[config.mk]
export PLATFORM = sky130hd
export DESIGN_NAME = sysctl_regfile
export DESIGN_NICKNAME = d
export VERILOG_FILES = /design/src/rtl/sysctl_pkg.sv /design/src/rtl/sysctl_decode.sv /design/src/rtl/sysctl_store.sv /design/src/rtl/sysctl_regfile.sv
export SDC_FILE = /design/constraint.sdc
export NUM_CORES = 1
export LEC_CHECK = 0
export ABC_AREA = 1
export ABC_CLOCK_PERIOD_IN_PS = 3450
export BUFFER_PORTS_ARGS = -buffer_cell sky130_fd_sc_hd__buf_2
export CAP_MARGIN = 10
export CELL_PAD_IN_SITES_DETAIL_PLACEMENT = 1
export CELL_PAD_IN_SITES_GLOBAL_PLACEMENT = 2
export CORE_MARGIN = 3
export CORE_UTILIZATION = 37
export CTS_CLUSTER_DIAMETER = 60
export DETAILED_ROUTE_END_ITERATION = 10
export PLACE_DENSITY_LB_ADDON = 0.1
export SLEW_MARGIN = 20
export SYNTH_ARGS = -nofsm -noshare
export SYNTH_HDL_FRONTEND = slang
export SYNTH_SLANG_ARGS = --single-unit
export TNS_END_PERCENT = 30
[constraint.sdc]
create_clock -name clk_i -period 3.45 [get_ports clk_i]
set_input_delay 0.1725 -clock clk_i [delete_from_list [all_inputs] [get_ports clk_i]]
set_output_delay 0.1725 -clock clk_i [all_outputs]
set_load 0.01 [all_outputs]
[src/rtl/sysctl_pkg.sv]
package sysctl_pkg;
  localparam int DATA_W    = 32;
  localparam int MODE_W    = 5;
  localparam logic [MODE_W-1:0] MODE_USER = 5'b10000;
  localparam int NUM_STORE = 25;
  localparam int IDX_W     = $clog2(NUM_STORE);
  localparam int NUM_ID    = 16;

  typedef enum logic [1:0] {SRC_NONE, SRC_STORE, SRC_ID, SRC_CONST} src_e;

  typedef struct packed {
    logic             rd_ok;
    logic             wr_ok;
    logic             usr_rd;
    logic             usr_wr;
    logic             wr_store;
    src_e             src;
    logic [IDX_W-1:0] idx;
  } dec_t;

  function automatic dec_t store_ent(input int unsigned ix, input logic usr);
    dec_t d;
    d          = '0;
    d.rd_ok    = 1'b1;
    d.wr_ok    = 1'b1;
    d.usr_rd   = usr;
    d.usr_wr   = usr;
    d.wr_store = 1'b1;
    d.src      = SRC_STORE;
    d.idx      = IDX_W'(ix);
    return d;
  endfunction

  function automatic dec_t id_ent(input int unsigned ix);
    dec_t d;
    d       = '0;
    d.rd_ok = 1'b1;
    d.src   = SRC_ID;
    d.idx   = IDX_W'(ix);
    return d;
  endfunction

  function automatic dec_t decode_tuple(input logic [3:0] crn, input logic [2:0] op1,
                                        input logic [3:0] crm, input logic [2:0] op2);
    dec_t d;
    logic base;
    d    = '0;
    base = (op1 == 3'd0) && (crm == 4'd0);
    case (crn)
      4'd0: if (op1 == 3'd0) begin
        if (crm == 4'd0) begin
          case (op2)
            3'd0: d = id_ent(0);
            3'd1: d = id_ent(1);
            3'd3: d = id_ent(2);
            3'd5: d = id_ent(3);
            default: ;
          endcase
        end else if (crm == 4'd1) begin
          if (op2 <= 3'd2)      d = id_ent(4 + int'(op2));
          else if (op2 >= 3'd4) d = id_ent(3 + int'(op2));
        end else if (crm == 4'd2 && op2 <= 3'd4) begin
          d = id_ent(11 + int'(op2));
        end
      end
      4'd1: if (base && op2 <= 3'd2) d = store_ent(int'(op2), 1'b0);
      4'd2: if (base && op2 <= 3'd2) d = store_ent(3 + int'(op2), 1'b0);
      4'd3: if (base && op2 == 3'd0) d = store_ent(6, 1'b0);
      4'd5: if (base && op2 <= 3'd1) d = store_ent(7 + int'(op2), 1'b0);
      4'd6: if (base && op2 <= 3'd1) d = store_ent(9 + int'(op2), 1'b0);
      4'd7: if (op1 == 3'd0 && ((crm == 4'd5 && op2 == 3'd4) ||
                                (crm == 4'd10 && (op2 == 3'd4 || op2 == 3'd5)))) begin
        d.wr_ok  = 1'b1;   // barrier / prefetch flush: accepted, no state
        d.usr_wr = 1'b1;
      end
      4'd10: if (op1 == 3'd0) begin
        if (crm == 4'd0 && op2 == 3'd0)      d = store_ent(11, 1'b0);
        else if (crm == 4'd2 && op2 <= 3'd1) d = store_ent(12 + int'(op2), 1'b0);
      end
      4'd13: if (base) begin
        case (op2)
          3'd0: d = store_ent(14, 1'b0);
          3'd1: d = store_ent(15, 1'b0);
          3'd2: d = store_ent(16, 1'b1);
          3'd3: begin
            d.rd_ok  = 1'b1;
            d.usr_rd = 1'b1;
            d.wr_ok  = 1'b1;
            d.src    = SRC_CONST;
          end
          3'd4: d = store_ent(17, 1'b0);
          default: ;
        endcase
      end
      4'd15: begin
        if (op1 == 3'd0 && crm == 4'd12 && op2 <= 3'd3)
          d = store_ent(18 + int'(op2), 1'b0);
        else if (op1 == 3'd5 && op2 == 3'd2 && crm >= 4'd5 && crm <= 4'd7)
          d = store_ent(17 + int'(crm), 1'b0);
      end
      default: ;
    endcase
    return d;
  endfunction
endpackage

[src/rtl/sysctl_decode.sv]
module sysctl_decode
  import sysctl_pkg::*;
(
  input  logic              wr_i,
  input  logic [3:0]        crn_i,
  input  logic [2:0]        op1_i,
  input  logic [3:0]        crm_i,
  input  logic [2:0]        op2_i,
  input  logic [MODE_W-1:0] mode_i,
  output logic              permit_o,
  output logic              store_wr_o,
  output src_e              src_o,
  output logic [IDX_W-1:0]  idx_o
);
  dec_t d;
  logic priv;

  always_comb begin
    d    = decode_tuple(crn_i, op1_i, crm_i, op2_i);
    priv = (mode_i != MODE_USER);
    if (wr_i) permit_o = d.wr_ok && (priv || d.usr_wr);
    else      permit_o = d.rd_ok && (priv || d.usr_rd);
    store_wr_o = d.wr_store;
    src_o      = d.src;
    idx_o      = d.idx;
  end
endmodule

[src/rtl/sysctl_store.sv]
module sysctl_store
  import sysctl_pkg::*;
#(
  parameter int W = DATA_W,
  parameter int N = NUM_STORE,
  localparam int IW = $clog2(N)
) (
  input  logic          clk_i,
  input  logic          rst_ni,
  input  logic          wr_en_i,
  input  logic [IW-1:0] widx_i,
  input  logic [W-1:0]  wdata_i,
  input  logic [IW-1:0] ridx_i,
  output logic [W-1:0]  rdata_o
);
  logic [W-1:0] q [N];

  for (genvar g = 0; g < N; g++) begin : g_reg
    always_ff @(posedge clk_i or negedge rst_ni) begin
      if (!rst_ni)                                 q[g] <= '0;
      else if (wr_en_i && widx_i == IW'(g))        q[g] <= wdata_i;
    end
  end

  assign rdata_o = (int'(ridx_i) < N) ? q[ridx_i] : '0;


  store_write_lands_chk: assert property (@(posedge clk_i) disable iff (!rst_ni)
    wr_en_i |=> q[$past(widx_i)] == $past(wdata_i));
endmodule

[src/rtl/sysctl_regfile.sv]
module sysctl_regfile
  import sysctl_pkg::*;
#(
  parameter logic [NUM_ID-1:0][DATA_W-1:0] ID_WORDS = {
    32'h0000_1111, 32'h0111_2131, 32'h0000_2141, 32'h1122_2311, 32'h0140_011F,
    32'h0110_0000, 32'h1020_2000, 32'h0122_0000, 32'h0000_0001, 32'h0110_0004,
    32'h0000_0000, 32'h0000_0002, 32'h0000_0111, 32'h0000_0000, 32'h1D15_2152,
    32'h410F_B020 },
  parameter logic [DATA_W-1:0] USER_RO_CONST = 32'hFF00_0000
) (
  input  logic              clk_i,
  input  logic              rst_ni,
  input  logic              req_i,
  input  logic              wr_i,
  input  logic [3:0]        crn_i,
  input  logic [2:0]        op1_i,
  input  logic [3:0]        crm_i,
  input  logic [2:0]        op2_i,
  input  logic [31:0]       wdata_i,
  input  logic [4:0]        mode_i,
  output logic [31:0]       rdata_o,
  output logic              ack_o,
  output logic              unimpl_o
);
  logic             permit, store_wr;
  src_e             src;
  logic [IDX_W-1:0] idx;
  logic [DATA_W-1:0] store_rd;

  sysctl_decode u_dec (
    .wr_i(wr_i), .crn_i(crn_i), .op1_i(op1_i), .crm_i(crm_i), .op2_i(op2_i),
    .mode_i(mode_i), .permit_o(permit), .store_wr_o(store_wr), .src_o(src), .idx_o(idx)
  );

  sysctl_store #(.W(DATA_W), .N(NUM_STORE)) u_store (
    .clk_i(clk_i), .rst_ni(rst_ni),
    .wr_en_i(req_i && wr_i && permit && store_wr),
    .widx_i(idx), .wdata_i(wdata_i), .ridx_i(idx), .rdata_o(store_rd)
  );

  always_comb begin
    ack_o    = req_i && permit;
    unimpl_o = req_i && !permit;
    rdata_o  = '0;
    if (ack_o && !wr_i) begin
      case (src)
        SRC_STORE: rdata_o = store_rd;
        SRC_ID:    rdata_o = ID_WORDS[idx[3:0]];
        SRC_CONST: rdata_o = USER_RO_CONST;
        default:   rdata_o = '0;
      endcase
    end
  end


  one_response_chk: assert property (@(posedge clk_i) disable iff (!rst_ni)
    req_i |-> $onehot({ack_o, unimpl_o}));

  idle_quiet_chk: assert property (@(posedge clk_i) disable iff (!rst_ni)
    !req_i |-> !ack_o && !unimpl_o);

  reject_reads_zero_chk: assert property (@(posedge clk_i) disable iff (!rst_ni)
    (req_i && unimpl_o) |-> rdata_o == '0);

  user_write_blocked_chk: assert property (@(posedge clk_i) disable iff (!rst_ni)
    (req_i && wr_i && mode_i == MODE_USER && crn_i != 4'd7 && crn_i != 4'd13) |-> unimpl_o);

  user_const_chk: assert property (@(posedge clk_i) disable iff (!rst_ni)
    (req_i && !wr_i && crn_i == 4'd13 && op1_i == 3'd0 && crm_i == 4'd0 && op2_i == 3'd3)
      |-> ack_o && rdata_o == USER_RO_CONST);

  write_then_read_chk: assert property (@(posedge clk_i) disable iff (!rst_ni)
    ($past(req_i && wr_i && ack_o && store_wr) && req_i && !wr_i && ack_o &&
     {crn_i, op1_i, crm_i, op2_i} == $past({crn_i, op1_i, crm_i, op2_i}))
      |-> rdata_o == $past(wdata_i));
endmodule

## Word-level counts from Yosys, hierarchy flattened

Memory sizes are Yosys's and may differ from the RTL's.
Index checks and enable logic that the tools add are counted.

- Register bits after elaboration: 800
- Latch bits: 0
- Memory bits (writable): 0
- Bits in read-only memories: 512
- Bits of input ports: 55
- Output and inout bits: 34
- Word-level logic and storage cells: 191
- Memories kept: 1

Memories:

| name | words | width | rd ports | clocked after Yosys merged registers in | wr ports | RTL line | text |
|---|---|---|---|---|---|---|---|
| (name not given) | 16 | 32 | 1 | 0 | 0 | sysctl_regfile.sv:48 | `SRC_ID: rdata_o = ID_WORDS[idx[3:0]];` |

- Add/sub/neg operators: 8
- $mul: 0
- Div/mod/pow operators: 0
- Order comparisons: 10
- Equal/unequal tests: 48
- Shift-type cells: 0
- Mux-type cells: 36
- Bitwise operators: 1
- Reduce and logical (&&, ||, !) cells: 62

Operator list:

| operator | number |
|---|---|
| $mux W12 | 17 |
| $bmux W32 S5 | 1 |
| $mux W32 | 5 |
| $pmux W32 S3 | 1 |
| $pmux W8 S9 | 1 |
| $logic_and A1 B1 Y1 | 48 |
| $pmux W12 S4 | 1 |
| $eq A5 B5 Y1 const B | 9 |
| $eq A5 B4 Y1 const B | 8 |
| $eq A4 B4 Y1 const B | 5 |
| $eq A5 B3 Y1 const B | 4 |
| $pmux W1 S10 | 2 |
| $pmux W5 S4 | 1 |
| $pmux W1 S9 | 2 |
| $eq A4 B3 Y1 const B | 4 |
| $add A4 B3 Y5 const A | 3 |
| $eq A4 B2 Y1 const B | 3 |
| $eq A5 B2 Y1 const B | 2 |
| $eq A3 B3 Y1 const B | 3 |
| $add A3 B3 Y4 const A | 2 |
| $eq A4 B1 Y1 const B | 2 |
| $logic_not A4 Y1 | 2 |
| $pmux W2 S2 | 2 |
| $eq A3 B2 Y1 const B | 2 |
| other kinds (27) | 35 |

## Longest topological paths before layout

- Word-level depth: 14
- Depth in mapped cells: 26
- Mapped depth without buffers: 23

## By module

From an unflattened synthesis, not the netlist that was laid out.

- Cells, all modules: 5654
- Area total of the unflattened synthesis: 40714.0 um^2

Modules (own cells, without submodules):

| module | times used | cells an instance | area an instance (um^2) |
|---|---|---|---|
| sysctl_store | 1 | 5258 | 38628.3 |
| sysctl_decode | 1 | 244 | 1383.8 |
| sysctl_regfile | 1 | 152 | 701.9 |

## Worst setup path after synthesis

OpenSTA, ideal clock, no wires.

- Path kind: input port to output port
- From: input op2_i[2]
- To: output rdata_o[24]
- Arrival: 2.542 ns
- Setup slack: 0.735 ns
- Stages on the path: 23
- Buffers on the path: 3
- Path through: inv_2 > ha_1 > nand2_1 > nand2_1 > nand2_1 > nand2_2 > nand2_1 > nand2_2 > nor2_1 > nor2_2 > nand2_2 > buf_4 > buf_4 > buf_2 > nand2_1 > o21ai_0 > nand2_1 > nand2_1 > nand2_1 > nand2_1 > o21ai_0 > nand2_1 > a21oi_1

- Longest elaborated chain between the ends: 14

Ends and longest elaborated chain:

| what | RTL line | text |
|---|---|---|
| start: declaration | sysctl_regfile.sv:18 | `input logic [2:0] op2_i,` |
| $add A2 B3 Y4 (tied with other cells) | sysctl_pkg.sv:61, sysctl_pkg.sv:67 |  |
| $mux W12 (tied with other cells) | sysctl_pkg.sv:61 | `else if (op2 >= 3'd4) d = id_ent(3 + int'(op2));` |
| $mux W12 (tied with other cells) | sysctl_pkg.sv:60 | `if (op2 <= 3'd2) d = id_ent(4 + int'(op2));` |
| $mux W12 or $logic_and A1 B1 Y1 (tied branches) | sysctl_pkg.sv:59, sysctl_pkg.sv:98 |  |
| $mux W12, on equally long branches | sysctl_pkg.sv:51, sysctl_pkg.sv:98 |  |
| $mux W12, on equally long branches | sysctl_pkg.sv:50, sysctl_pkg.sv:96 |  |
| $pmux W8 S9 | sysctl_pkg.sv:49 | `case (crn)` |
| $not A5 Y6 (not written as such) | sysctl_store.sv:25 | `assign rdata_o = (int'(ridx_i) < N) ? q[ridx_i] : '0;` |
| $bmux W32 S5 | sysctl_store.sv:25 |  |
| $mux W32 (not written as such) (2 in series) | sysctl_store.sv:25 |  |
| $mux W32 | sysctl_store.sv:25 |  |
| $pmux W32 S3 | sysctl_regfile.sv:46 | `case (src)` |
| $mux W32 * | sysctl_regfile.sv:45 | `if (ack_o && !wr_i) begin` |
| end: declaration | sysctl_regfile.sv:21 | `output logic [31:0] rdata_o,` |

Mark *: on every way between the ends. The rest lies on a longest branch, timed or not. The select of a mux whose other input is x is not followed.

## Worst setup path after layout

- From: input crm_i[0]
- To: output rdata_o[21]

- Longest elaborated chain between the ends: 14

Ends and longest elaborated chain:

| what | RTL line | text |
|---|---|---|
| start: declaration | sysctl_regfile.sv:17 | `input logic [3:0] crm_i,` |
| $eq A4 B2 Y1 | sysctl_pkg.sv:62, sysctl_pkg.sv:78 |  |
| $logic_and A1 B1 Y1 | sysctl_pkg.sv:62 | `end else if (crm == 4'd2 && op2 <= 3'd4) begin` |
| $mux W12 | sysctl_pkg.sv:62 |  |
| $mux W12 | sysctl_pkg.sv:59 | `end else if (crm == 4'd1) begin` |
| $mux W12 | sysctl_pkg.sv:51 | `if (crm == 4'd0) begin` |
| $mux W12 | sysctl_pkg.sv:50 | `4'd0: if (op1 == 3'd0) begin` |
| $pmux W8 S9 | sysctl_pkg.sv:49 |  |
| $not A5 Y6 (not written as such) | sysctl_store.sv:25 |  |
| $bmux W32 S5 | sysctl_store.sv:25 |  |
| $mux W32 (not written as such) (2 in series) | sysctl_store.sv:25 |  |
| $mux W32 | sysctl_store.sv:25 |  |
| $pmux W32 S3 | sysctl_regfile.sv:46 |  |
| $mux W32 * | sysctl_regfile.sv:45 |  |

Marks and branches as above.

==> results.rst <==
.. list-table::
   :header-rows: 1

   * - Metric
     - Value
   * - Starting Density
     - 37.3%
   * - Post-Synthesis Cells
     - about 5500
   * - Final Hold Viols
     - 0
   * - Number of I/O pins
     - 89
   * - Post-route cell area
     - around 0.052 sq mm
   * - Pin count of the biggest net entering global routing
     - around 80
   * - Clock Skews
     - 0 ns
   * - Flip-flop count of the largest register after layout
     - 800
   * - Startpoint types
     - input pin
   * - Post-placement cell area
     - 0.0463 sq mm
   * - Sequential fraction of design power
     - between 40 and 50%
   * - Endpoint of the lowest-slack register-to-register path
     - u_store.q[279]
   * - Mean instance size in the synthesized netlist
     - 7.37 sq um
   * - Overflow after GRT
     - 0
   * - Via count normalized by instance count
     - 5.20
   * - Post-synthesis register bit count
     - 800
   * - Port Buf Inserts
     - 88
   * - Most flop-heavy register
     - u_store.q
   * - Die H
     - 338 microns
   * - Die extent in x
     - ~340 microns
   * - Category of the critical setup timing path
     - in2out
   * - Remaining max-slew budget at the tightest pin
     - between 20% and 30%
   * - Post-synthesis instance area
     - 0.0407 sq mm
   * - GPL Wtd Cong
     - 0.866
   * - Number of H-tree levels
     - 3
   * - Routed wire length
     - 169 mm
   * - Core region area
     - about 0.11 sq mm
   * - Number of nets produced by synthesis
     - 5592
   * - Number of buffers on the longest clock path
     - 3
   * - Layout Nets
     - 5958
   * - Cells along the critical path
     - buf_2 -> inv_4 -> ha_4 -> nand2_4 -> nor2_4 -> nand3_2 -> buf_4 -> o21ai_0 -> a21oi_2 -> nand3_2 -> buf_6 -> buf_4 -> nor2_4 -> buf_12 -> buf_4 -> nand2_1 -> nand4_1 -> nand2_1 -> nand2_1 -> a21oi_4 -> buf_2
   * - Critical path peak fanout
     - 7
   * - Wire length of the first global-routing pass
     - 250 mm
   * - Number of different library cells in the post-synthesis netlist
     - 42
   * - Power share of the clock group
     - 52.1%
   * - Clock Latency Late Sink
     - 0.68 ns
   * - Count of final setup violators
     - 1
   * - Part of the cycle the worst path needs
     - 100%
   * - Iteration-0 DRC count of the detailed router
     - 2810
   * - Clock tree from TritonCTS
     - yes
   * - Largest regs
     - u_store.q x800
   * - Detail Route Antenna Nets
     - 0
   * - Number of clock sinks
     - 800
   * - Critical Path End Type
     - output pin
   * - Clock tree root driver cell
     - clkbuf_16
   * - Die area
     - 0.114 sq mm
   * - Antenna violations before repair
     - 3
   * - Length in cells of the worst reg-to-reg path
     - 2
   * - Share of cells above drive strength 1
     - roughly 17%
   * - Unrepaired setup endpoints after global routing
     - yes
   * - Fillcell total
     - 13200
   * - Placed insts
     - 7091
   * - Internal power
     - 16.2 mW
   * - Synth-to-layout area growth
     - 28.1%
   * - Clock period minus worst slack
     - 3.45 ns
   * - Max VDD drop
     - between 0.0003 and 0.0004 V
   * - Arrival @ worst endpoint
     - between 3 and 4 ns
   * - Number of warnings reported in the yosys synthesis log
     - 0
   * - Seq/Total Area, Yosys
     - 49.2%
   * - Cell at the slowest stage of the critical path
     - o21ai_0
   * - Sw Pwr
     - 4.97 mW
   * - Share of power burned in combinational logic
     - between 3 and 4%
   * - Worst Setup SP
     - crm_i[0]
   * - DRC Markers
     - 0
   * - Critical path's top delay family
     - simple AND/OR/NAND/NOR gates
   * - Vias post-DR
     - between 30000 and 40000
   * - R2r startpoint
     - u_store.q[279]
   * - Number of rows in the core area
     - 121
   * - TritonCTS Buffers
     - ~110
   * - Max_cap viols
     - 0
   * - Status
     - finished with violations
   * - Vias in the first global route
     - 38600
   * - ANT cells
     - 0
   * - Post-layout utilization of the core
     - 47.8%
   * - Failing checks
     - setup timing
   * - Max Transition Viols Final
     - 0
   * - Pwr/cell area
     - roughly 410 mW/mm^2
   * - Class of the worst hold path
     - in2async
   * - Post-CTS clock slew at the launch and capture registers of the worst setup and hold paths
     - 0.06 ns
   * - Peak per-stage delay on the critical path
     - 0.26 ns
   * - Non-Filler Instances
     - 7382
   * - Cell leakage power
     - 24.2 nW
   * - Setup WS post-layout
     - -0.00201 ns
   * - WL per Instance
     - 22.9 microns
   * - Critical path data required time
     - 3.28 ns
   * - Pre-Repair DR Iteration Count
     - 5
   * - Transition at the pin with the smallest max-transition slack
     - 1.05 ns
   * - Total GRT Usage
     - 29.2%
   * - Maximum clock rate
     - 290 MHz
   * - HPWL after detailed placement
     - between 100 and 150 mm
   * - CP bufs+invs
     - 8
   * - R2R setup slack
     - 2.72 ns
   * - Switching share of power
     - 23.5%
==> cell families (layout without fill, tap and decap cells) <==
group | after synthesis | count (layout) | synth area share (%)
AND/OR/NAND/NOR | 2712 | 2713 | 27.6
AO/OA/AOI/OAI | 1114 | 1114 | 14.1
buffers and inverters | 872 | 1321 | 8.45
flip-flops | 800 | 800 | 49.2
adder cells (fa/ha/maj) | 19 | 19 | 0.584
XOR/XNOR | 1 | 1 | 0.0215
==> routing by layer <==
metal	wire (microns)	GRT usage, %	vias up
met5	7	0	-
met4	5390	8.07	2
met3	6340	3.04	233
met2	79400	48.8	799
met1	77800	40.5	19200
li1	-	-	18100
==> cells in the mapped netlist, drive strengths merged <==
master	count	area (sq um)
inv	472	1770
ha	19	238
o41ai	1	8.76
nand3b	150	1130
buf	107	563
nand4	17	119
o32ai	1	8.76
xnor2	1	8.76
nand3	126	686
nor4	2	27.5
clkbuf	292	1100
o31ai	1	7.51
a211oi	1	7.51
or2	16	100
and3	1	6.26
dfrtp	800	20000
nand2	2262	8550
nor2	129	576
o211ai	17	128
a21oi	59	295
o2111ai	3	26.3
o21ai	1023	5200
a31oi	1	6.26
nor3	9	56.3
o22ai	7	43.8
clkinv	1	3.75
==> how the worst max path moves through the flow <==
stage,slack [ns],end,depth (start not counted)
after CTS,-0.05,rdata_o[18],26
after floorplan,0.74,rdata_o[24],23
after global routing,-0.11,rdata_o[12],27
after global placement,-0.41,rdata_o[18],24
after detailed placement,-0.40,rdata_o[18],24
final,-0.002,rdata_o[21],21
==> placed cells by master (no fill, tap or decap), types with 24 or more instances in the layout <==
master | synthesis | layout
o21ai_1 | 75 | 108
nand3b_1 | 150 | 150
nand3_1 | 115 | 98
dfrtp_1 | 800 | 800
o21ai_0 | 926 | 884
buf_2 | 75 | 75
a21oi_2 | 0 | 31
a21oi_1 | 59 | 24
clkbuf_16 | 0 | 120
buf_6 | 6 | 46
nand2_1 | 2240 | 2203
nor2_1 | 117 | 96
nand2_2 | 22 | 50
buf_4 | 6 | 348
buf_12 | 0 | 118
inv_1 | 461 | 447
o21ai_2 | 22 | 30
dlygate4sd3_1 | 0 | 33
clkbuf_1 | 292 | 28
==> area by class of cell <==
| type | instances | area [sq um] | area share, % |
|---|---|---|---|
| sequential | 800 | 20000 | 38.4 |
| multi-input combinational | 3847 | 17900 | 34.4 |
| timing repair buffer | 657 | 7110 | 13.6 |
| clock buffer | 153 | 3030 | 5.82 |
| inverter | 473 | 1810 | 3.48 |
| tap | 1414 | 1770 | 3.40 |
| clock inverter | 38 | 439 | 0.843 |
==> per-stage QoR <==
stage | setup TNS [ns] | hold slack (ns) | power (mW) | setup slack [ns]
after detailed placement | -46.39 | 0.352 | 10.2 | -0.403
after global routing | -2.04 | 0.222 | 21.9 | -0.107
final | -0.00201 | 0.178 | 21.2 | -0.00201
after global placement | -35.93 | 0.346 | 10.3 | -0.407
after CTS | -0.251 | 0.192 | 21.4 | -0.0535
after floorplan | 0 | -0.123 | 9.75 | 0.735
==> repair_timing <==
item,4_1_cts,5_1_grt
endpoints found under the hold margin,85,0
buffers inserted,24,31
setup endpoints to repair,32,32
hold buffers,33,0
gates resized for setup,144,169
pin swaps,30,72
gates cloned,8,13
==> power groups by stage <==
stage	logic, mW	clock network [mW]	registers, mW
CTS	0.745	11.3	9.39
finish	0.763	11.0	9.39
detailed placement	0.695	0	9.55
global placement	0.698	0	9.55
global route	0.846	11.7	9.38
floorplan	0.191	0	9.56
(Power assumes the default switching activity.)
